--- src/rtl/supv_pkg.sv ---
package supv_pkg;

    typedef enum logic [1:0] {
        ST_RUN   = 2'd0,
        ST_HOLD  = 2'd1,
        ST_COUNT = 2'd2,
        ST_PROBE = 2'd3
    } seq_state_e;

    typedef struct packed {
        logic supply_low;
        logic wdt;
        logic manual;
    } cause_t;

    typedef struct packed {
        seq_state_e st;
        logic       by_pin;
    } seq_view_t;

    function automatic logic cause_any(cause_t c);
        return c.supply_low | c.wdt | c.manual;
    endfunction

    function automatic logic cause_pin_only(cause_t c);
        return c.manual & ~c.supply_low & ~c.wdt;
    endfunction

endpackage

--- src/rtl/supv_release_timer.sv ---
module supv_release_timer #(
    parameter int unsigned DELAY = 50_000_000
) (
    input  logic clk,
    input  logic rst,
    input  logic clear,
    input  logic enable,
    output logic done
);
    localparam int unsigned W = (DELAY < 2) ? 1 : $clog2(DELAY + 1);
    localparam logic [W-1:0] LAST = W'(DELAY - 1);

    logic [W-1:0] cnt;

    always_ff @(posedge clk) begin
        if (rst || clear) begin
            cnt <= '0;
        end else if (enable && (cnt != LAST)) begin
            cnt <= cnt + 1'b1;
        end
    end

    assign done = (cnt == LAST);
endmodule

--- src/rtl/supv_seq.sv ---
module supv_seq
    import supv_pkg::*;
(
    input  logic      clk,
    input  logic      rst,
    input  cause_t    cause,
    input  logic      timer_done,
    output seq_view_t view
);
    seq_view_t nxt;

    always_comb begin
        nxt = view;
        if (cause_any(cause)) begin
            nxt.st     = ST_HOLD;
            nxt.by_pin = cause_pin_only(cause);
        end else begin
            unique case (view.st)
                ST_RUN:   nxt.st = ST_RUN;
                ST_HOLD:  nxt.st = ST_COUNT;
                ST_COUNT: nxt.st = timer_done ? ST_PROBE : ST_COUNT;
                ST_PROBE: nxt.st = ST_RUN;
                default:  nxt.st = ST_COUNT;
            endcase
        end
    end

    always_ff @(posedge clk) begin
        if (rst) begin
            view.st     <= ST_COUNT;
            view.by_pin <= 1'b0;
        end else begin
            view <= nxt;
        end
    end
endmodule

--- src/rtl/supv_aux_filter.sv ---
module supv_aux_filter #(
    parameter int unsigned FILT = 16
) (
    input  logic clk,
    input  logic rst,
    input  logic raw_ok,
    output logic filt_ok
);
    generate
        if (FILT <= 1) begin : g_direct
            always_ff @(posedge clk) begin
                if (rst) filt_ok <= 1'b0;
                else     filt_ok <= raw_ok;
            end
        end else begin : g_count
            localparam int unsigned W = $clog2(FILT + 1);
            localparam logic [W-1:0] LAST = W'(FILT - 1);
            logic [W-1:0] run;
            always_ff @(posedge clk) begin
                if (rst) begin
                    filt_ok <= 1'b0;
                    run     <= '0;
                end else if (raw_ok == filt_ok) begin
                    run <= '0;
                end else if (run == LAST) begin
                    filt_ok <= raw_ok;
                    run     <= '0;
                end else begin
                    run <= run + 1'b1;
                end
            end
        end
    endgenerate
endmodule

--- src/rtl/supv_reset_ctrl.sv ---
module supv_reset_ctrl
    import supv_pkg::*;
#(
    parameter int unsigned RELEASE_CYCLES    = 50_000_000,
    parameter int unsigned AUX_FILTER_CYCLES = 16
) (
    input  logic clk,
    input  logic rst,
    input  logic supply_ok,
    input  logic wdt_expire,
    input  logic mr_pin_n,
    input  logic aux_ok,
    output logic rst_hi_en,
    output logic rst_lo_pull,
    output logic wr_inhibit,
    output logic aux_low_pull
);
    seq_view_t view;
    cause_t    cause;
    logic      timer_done;
    logic      aux_filt_ok;
    logic      counting;

    assign counting = (view.st == ST_COUNT);

    // Own pull is masked so the pin only counts when the block leaves it free.
    assign rst_lo_pull = ~supply_ok | counting
                       | ((view.st == ST_HOLD) & ~view.by_pin);

    assign cause.supply_low = ~supply_ok;
    assign cause.wdt        = wdt_expire;
    assign cause.manual     = ~mr_pin_n & ~rst_lo_pull;

    assign rst_hi_en  = (view.st != ST_RUN) | ~supply_ok;
    assign wr_inhibit = rst_hi_en;

    supv_seq i_seq (
        .clk        (clk),
        .rst        (rst),
        .cause      (cause),
        .timer_done (timer_done),
        .view       (view)
    );

    supv_release_timer #(.DELAY(RELEASE_CYCLES)) i_timer (
        .clk    (clk),
        .rst    (rst),
        .clear  (~counting),
        .enable (counting),
        .done   (timer_done)
    );

    supv_aux_filter #(.FILT(AUX_FILTER_CYCLES)) i_aux (
        .clk     (clk),
        .rst     (rst),
        .raw_ok  (aux_ok),
        .filt_ok (aux_filt_ok)
    );

    assign aux_low_pull = ~aux_filt_ok;
endmodule

--- config.mk ---
export PLATFORM = sky130hd
export DESIGN_NAME = supv_reset_ctrl
export DESIGN_NICKNAME = d
export VERILOG_FILES = /design/src/rtl/supv_pkg.sv /design/src/rtl/supv_release_timer.sv /design/src/rtl/supv_seq.sv /design/src/rtl/supv_aux_filter.sv /design/src/rtl/supv_reset_ctrl.sv
export SDC_FILE = /design/constraint.sdc
export NUM_CORES = 1
export LEC_CHECK = 0
export BUFFER_PORTS_ARGS = -buffer_cell sky130_fd_sc_hd__buf_2
export CORE_MARGIN = 4
export CORE_UTILIZATION = 23
export DETAILED_ROUTE_END_ITERATION = 6
export SYNTH_ARGS = -nofsm -noshare
export SYNTH_HDL_FRONTEND = slang
export SYNTH_SLANG_ARGS = --single-unit
--- constraint.sdc ---
create_clock -name clk -period 3 [get_ports clk]
set_input_delay 0.3 -clock clk [delete_from_list [all_inputs] [get_ports clk]]
set_output_delay 0.3 -clock clk [all_outputs]
set_load 0.005 [all_outputs]
==> impl_metrics.env, run 1 <==
export IMPL_first_iter_violations=112
export IMPL_clk_pin_slew_ns=0.07
export IMPL_drv_cap=0
export IMPL_cts_root_buf="clkbuf_8"
export IMPL_row_count=30
export IMPL_port_buffers=9
export IMPL_cts_tree="yes"
export IMPL_synth_top_area_share_pct=42.3
export IMPL_ctsHoldBuffers=0
export IMPL_start_util_pct=24.0
export IMPL_first_pass_iters=4
export IMPL_grt_overflow_total=0
export IMPL_synthArstFlopShare_pct=0
export IMPL_fp_dieW_um=92.9
export IMPL_grt_pass1_vias=1189
export IMPL_antenna_left=0
export IMPL_ff2ff_setup_slack_ns=1.02
export IMPL_setup_viol=0
export IMPL_h_tree_depth=2
export IMPL_syn_num_nets=202
export IMPL_critPathCaptureType="flip-flop"
export IMPL_dieHeight_um=92.9
export IMPL_slew_headroom_pct=34.8
export IMPL_routed_wirelength_mm=3.04
export IMPL_finalClockSkew_ns=0.00555
export IMPL_antenna_cells=0
export IMPL_whs_ns=0.186
export IMPL_drive_gt1_share_pct=9.50
export IMPL_hold_path_class="input port to flip-flop"
export IMPL_syn_avg_cell_area_um2=8.72
export IMPL_synth_ff_type="dfxtp_1"
export IMPL_io_pin_count=10
export IMPL_report_final_slew_viol_count=0
export IMPL_clk_latency_ns=0.28
export IMPL_place_area_um2=1780
export IMPL_vias_per_cell=4.39
export IMPL_hold_viol_final=0
export IMPL_area_growth_pct=12.1
export IMPL_final_nets=211
export IMPL_crit_fanout=15
export IMPL_yosysMostFrequentCell="dfxtp_1"
export IMPL_hpwl_mm=2.12
export IMPL_fillerInstances=776
export IMPL_crit_arrival_ns=2.12
export IMPL_yosys_area_top_type="dfxtp_1"
export IMPL_yosys_warnings=0
export IMPL_crit_path_start_kind="flip-flop"
export IMPL_rsz0062_at_grt="false"
export IMPL_wl_per_cell_um=10.3
export IMPL_worst_slew_pin_slew_ns=0.978
export IMPL_cts_buffers=5
export IMPL_ys_seq_elements=35
export IMPL_ir_drop_mv=0.194
export IMPL_ys_top_cells_by_count="35 x dfxtp_1, 25 x nor2_1, 12 x nand2_1"
export IMPL_critPathRequiredTime_ns=3.14
export IMPL_gp_congestion=0.735
export IMPL_layout_min_cycle_time_ns=1.98
export IMPL_design_area_um2=1860
export IMPL_ys_top_cells_by_area="dfxtp_1 42%, xnor2_1 5.8%, nor2_1 5.7%, ha_1 4.5%, xor2_1 4.2%"
export IMPL_dr_total_vias=1300
export IMPL_grt_pass1_wl_mm=5.55
export IMPL_fmax_mhz=505
export IMPL_ys_types=32
export IMPL_powerDensity_nw_per_um2=447
export IMPL_post_cts_buffers=0
export IMPL_coreArea_um2=6910
export IMPL_drc=0
export IMPL_yosysSeqAreaShare_pct=42.3
export IMPL_max_clock_path_buffers=2
export IMPL_cts_resized=0
export IMPL_track_usage_pct=7.94
export IMPL_grt_start_max_net_pins=27
export IMPL_synth_edff_count=0
export IMPL_synthCells=190
export IMPL_power_leakage_nw=0.611
export IMPL_dieArea_um2=8620
export IMPL_syn_cell_area_um2=1660
export IMPL_antenna_found_initial=0
export IMPL_finalCritPeriodShare_pct=66.0
export IMPL_final_setup_tns_ns=0
export IMPL_status="finished clean"
export IMPL_critical_path_class="flip-flop to flip-flop"
export IMPL_clock_sinks=35
placed cells by master (no fill, tap or decap):
master and n:
a21o_1 1, a21oi_1 11, and2_1 1, and3_1 6, and4_1 4, buf_2 9
clkbuf_1 2, clkbuf_8 5, clkinv_2 1, dfxtp_1 35, ha_1 6, inv_1 7
mux2i_1 2, nand2_1 12, nand2b_1 2, nand3_1 8, nand3_2 1, nand3b_1 1
nand4_1 8, nand4_2 1, nor2_1 25, nor3_1 4, nor3b_1 1, nor4_1 7
nor4_4 1, o21ai_0 3, o21ai_1 6, or3_1 10, or3b_2 1, xnor2_1 11
xor2_1 8
critical path: stages (launching register included):
cell	delay [ns]
dfxtp_1	0.38
nor4_1	0.26
nand4_1	0.19
nor4_4	0.71
mux2i_1	0.26
nor2_1	0.05
cell families after synthesis:
group           after synthesis  share of synthesized area (%)
buf+inv                      14                           4.38
fa+ha+maj                     6                           4.53
flops                        35                           42.3
mux                           2                           1.21
simple gates                 93                           31.0
compound gates               21                           6.50
xor+xnor                     19                           10.0
layer usage:
metal | track usage [%] | vias to the layer above | wire [um]
met5 | 0 | - | 0
met4 | 4.03 | 0 | 58
met3 | 1.95 | 5 | 81
met2 | 12.5 | 9 | 1410
met1 | 10.0 | 606 | 1490
li1 | - | 680 | -
flip-flops by register name, indices dropped and copies added, names as in the netlist:
| register | count |
|---|---|
| i_timer.cnt | 26 |
| i_aux.g_count.run | 5 |
| i_seq.view | 3 |
| i_aux.filt_ok | 1 |
layout make-up:
cell class              instances  area [um2]  share of cell area [%]
multi-input cells             141         883                    47.6
inverters                       7        26.3                    1.42
well taps                      96         120                    6.47
clock inverters                 1        5.00                   0.270
flip-flops and latches         35         701                    37.7
clock buffers                   7        76.3                    4.11
repair buffers                  9        45.0                    2.43
metrics by stage:
stage / util [%] / setup slack [ns] / total power, mW / instances
floorplan: - / 1.38 / 0.506 / 190
CTS: 26.9 / 1.01 / 0.843 / 296
detailed placement: 25.7 / 1.05 / 0.518 / 288
finish: 26.9 / 1.02 / 0.831 / 296
global route: 26.9 / 0.771 / 0.866 / 296
global placement: 25.7 / 1.07 / 0.517 / 288
report_power, final:
group	internal (mW)	switching, mW
registers	0.469	0.00414
clock network	0.163	0.161
logic	0.0127	0.0202
total	0.645	0.186
worst paths after layout:
check | start | end | depth (start not counted)
min | wdt_expire | i_seq.view[0] | 2
max | i_timer.cnt[10] | i_timer.cnt[1] | 5
min reg2reg | i_aux.g_count.run[0] | i_aux.g_count.run[0] | 1
max reg2reg | i_timer.cnt[10] | i_timer.cnt[1] | 5
(Power assumes the default switching activity.)
==> run 2, diff against run 1 <==
clock period = 1.9 ns   (was 3 ns; I/O delays follow)
==> impl_metrics.env, run 2 (same netlist as run 1, synthesis figures left out) <==
export IMPL_status="finished clean"
export IMPL_hold_path_class="input port to flip-flop"
export IMPL_layout_min_cycle_time_ns=1.70
export IMPL_wl_met3_um=87
export IMPL_final_common_cell="dfxtp_1"
export IMPL_vias_per_cell=4.40
export IMPL_antenna_cells=0
export IMPL_routed_wirelength_mm=3.18
export IMPL_max_clock_path_buffers=2
export IMPL_start_util_pct=24.0
export IMPL_crit_arrival_ns=1.87
export IMPL_ctsHoldBuffers=0
export IMPL_antenna_found_initial=0
export IMPL_fin_util_pct=28.1
export IMPL_report_final_slew_viol_count=0
export IMPL_first_iter_violations=95
export IMPL_final_cell_mix="35 x dfxtp_1, 25 x nor2_1, 12 x nand2_1, 11 x a21oi_1, 11 x xnor2_1"
export IMPL_routed_wl_met2_mm=1.49
export IMPL_dr_total_vias=1342
export IMPL_total_power_mw=1.32
export IMPL_setup_viol=0
export IMPL_powerDensity_nw_per_um2=682
export IMPL_dieHeight_um=92.9
export IMPL_final_nets=220
export IMPL_cts_buffers=5
export IMPL_grt_start_max_net_pins=27
export IMPL_largest_reg_flops=26
export IMPL_coreArea_um2=6910
export IMPL_hpwl_mm=2.31
export IMPL_critPathRequiredTime_ns=2.07
export IMPL_wl_met1_mm=1.49
export IMPL_grt_overflow_total=0
export IMPL_finalCritPeriodShare_pct=89.6
export IMPL_dieArea_um2=8620
export IMPL_grt_pass1_vias=1340
export IMPL_hold_viol_final=0
export IMPL_crit_fanout=6
export IMPL_wl_per_cell_um=10.4
export IMPL_fillerInstances=759
export IMPL_area_growth_pct=17.1
export IMPL_grt_pass1_wl_mm=5.86
export IMPL_largest_register="i_timer.cnt"
export IMPL_antenna_left=0
export IMPL_finalClockSkew_ns=0.00708
export IMPL_clk_pin_slew_ns=0.07
export IMPL_row_count=30
export IMPL_slew_headroom_pct=74.6
export IMPL_final_setup_tns_ns=0
export IMPL_clock_sinks=35
export IMPL_rsz0062_at_grt="false"
export IMPL_cts_root_buf="clkbuf_8"
export IMPL_largestRegisters="i_timer.cnt x26, i_aux.g_count.run x5, i_seq.view x3"
export IMPL_h_tree_depth=2
export IMPL_cts_tree="yes"
export IMPL_post_cts_buffers=0
export IMPL_track_usage_pct=8.49
export IMPL_drv_cap=0
export IMPL_critPathCaptureType="flip-flop"
export IMPL_port_buffers=9
export IMPL_worst_slew_pin_slew_ns=0.377
export IMPL_crit_path_start_kind="flip-flop"
export IMPL_topRoutingLayerUsed="met4"
export IMPL_critical_path_class="flip-flop to flip-flop"
export IMPL_first_pass_iters=4
export IMPL_clk_latency_ns=0.29
export IMPL_fp_dieW_um=92.9
export IMPL_drive_gt1_share_pct=13.9
export IMPL_drc=0
export IMPL_ir_drop_mv=0.244
export IMPL_power_leakage_nw=0.658
export IMPL_io_pin_count=10
export IMPL_gp_congestion=0.729
export IMPL_fmax_mhz=587
run 2: cell count changes in the layout (fill, tap and decap cells not counted), sizes merged:
cell / change
buf: +9
run 2: final cells by class:
| cell class | count | area [um2] | area share [%] |
|---|---|---|---|
| Clock inverter | 1 | 5.00 | 0.258 |
| Multi-Input combinational cell | 141 | 886 | 45.7 |
| Tap cell | 96 | 120 | 6.19 |
| Sequential cell | 35 | 701 | 36.1 |
| Timing Repair Buffer | 18 | 125 | 6.45 |
| Clock buffer | 7 | 76.3 | 3.94 |
| Inverter | 7 | 26.3 | 1.35 |
run 2: layer usage:
| metal | up-vias | global-route usage [%] |
|---|---|---|
| met1 | 620 | 9.97 |
| met3 | 11 | 2.11 |
| met2 | 12 | 13.6 |
| met5 | - | 0 |
| li1 | 699 | - |
| met4 | 0 | 5.74 |
run 2: power by group:
group | leakage (nW) | switching, mW | internal (mW)
combinational | 0.333 | 0.0348 | 0.0251
sequential | 0.283 | 0.00491 | 0.741
clock | 0.0422 | 0.260 | 0.257
run 2: critical path, cell delays in order (launching register included):
cell     delay, ns
dfxtp_1       0.44
ha_2          0.28
and3_1        0.18
nand2_1       0.12
nor4_1        0.35
xnor2_1       0.16
nor2_1        0.06
run 2: final timing paths:
kind / start / to / slack [ns] / cells after the start
worst max-delay path: i_timer.cnt[1] / i_timer.cnt[24] / 0.20 / 6
worst min register to register: i_aux.g_count.run[0] / i_aux.g_count.run[0] / 0.45 / 1
worst max register to register: i_timer.cnt[1] / i_timer.cnt[24] / 0.20 / 6
worst min-delay path: wdt_expire / i_seq.view[0] / 0.08 / 2
run 2: timing repair:
item / CTS / global route
setup endpoints to repair: 0 / 2
hold endpoints to repair: 0 / 0
resized for setup: 0 / 1
run 2: metrics by stage:
step	setup WS, ns	instances	instance area, um2	hold slack, ns
floorplan	0.275	190	1660	0.259
global placement	0.180	297	1860	0.376
detailed placement	0.151	297	1860	0.379
global route	0.00724	305	1940	0.0668
finish	0.198	305	1940	0.0793
CTS	0.138	305	1940	0.0593
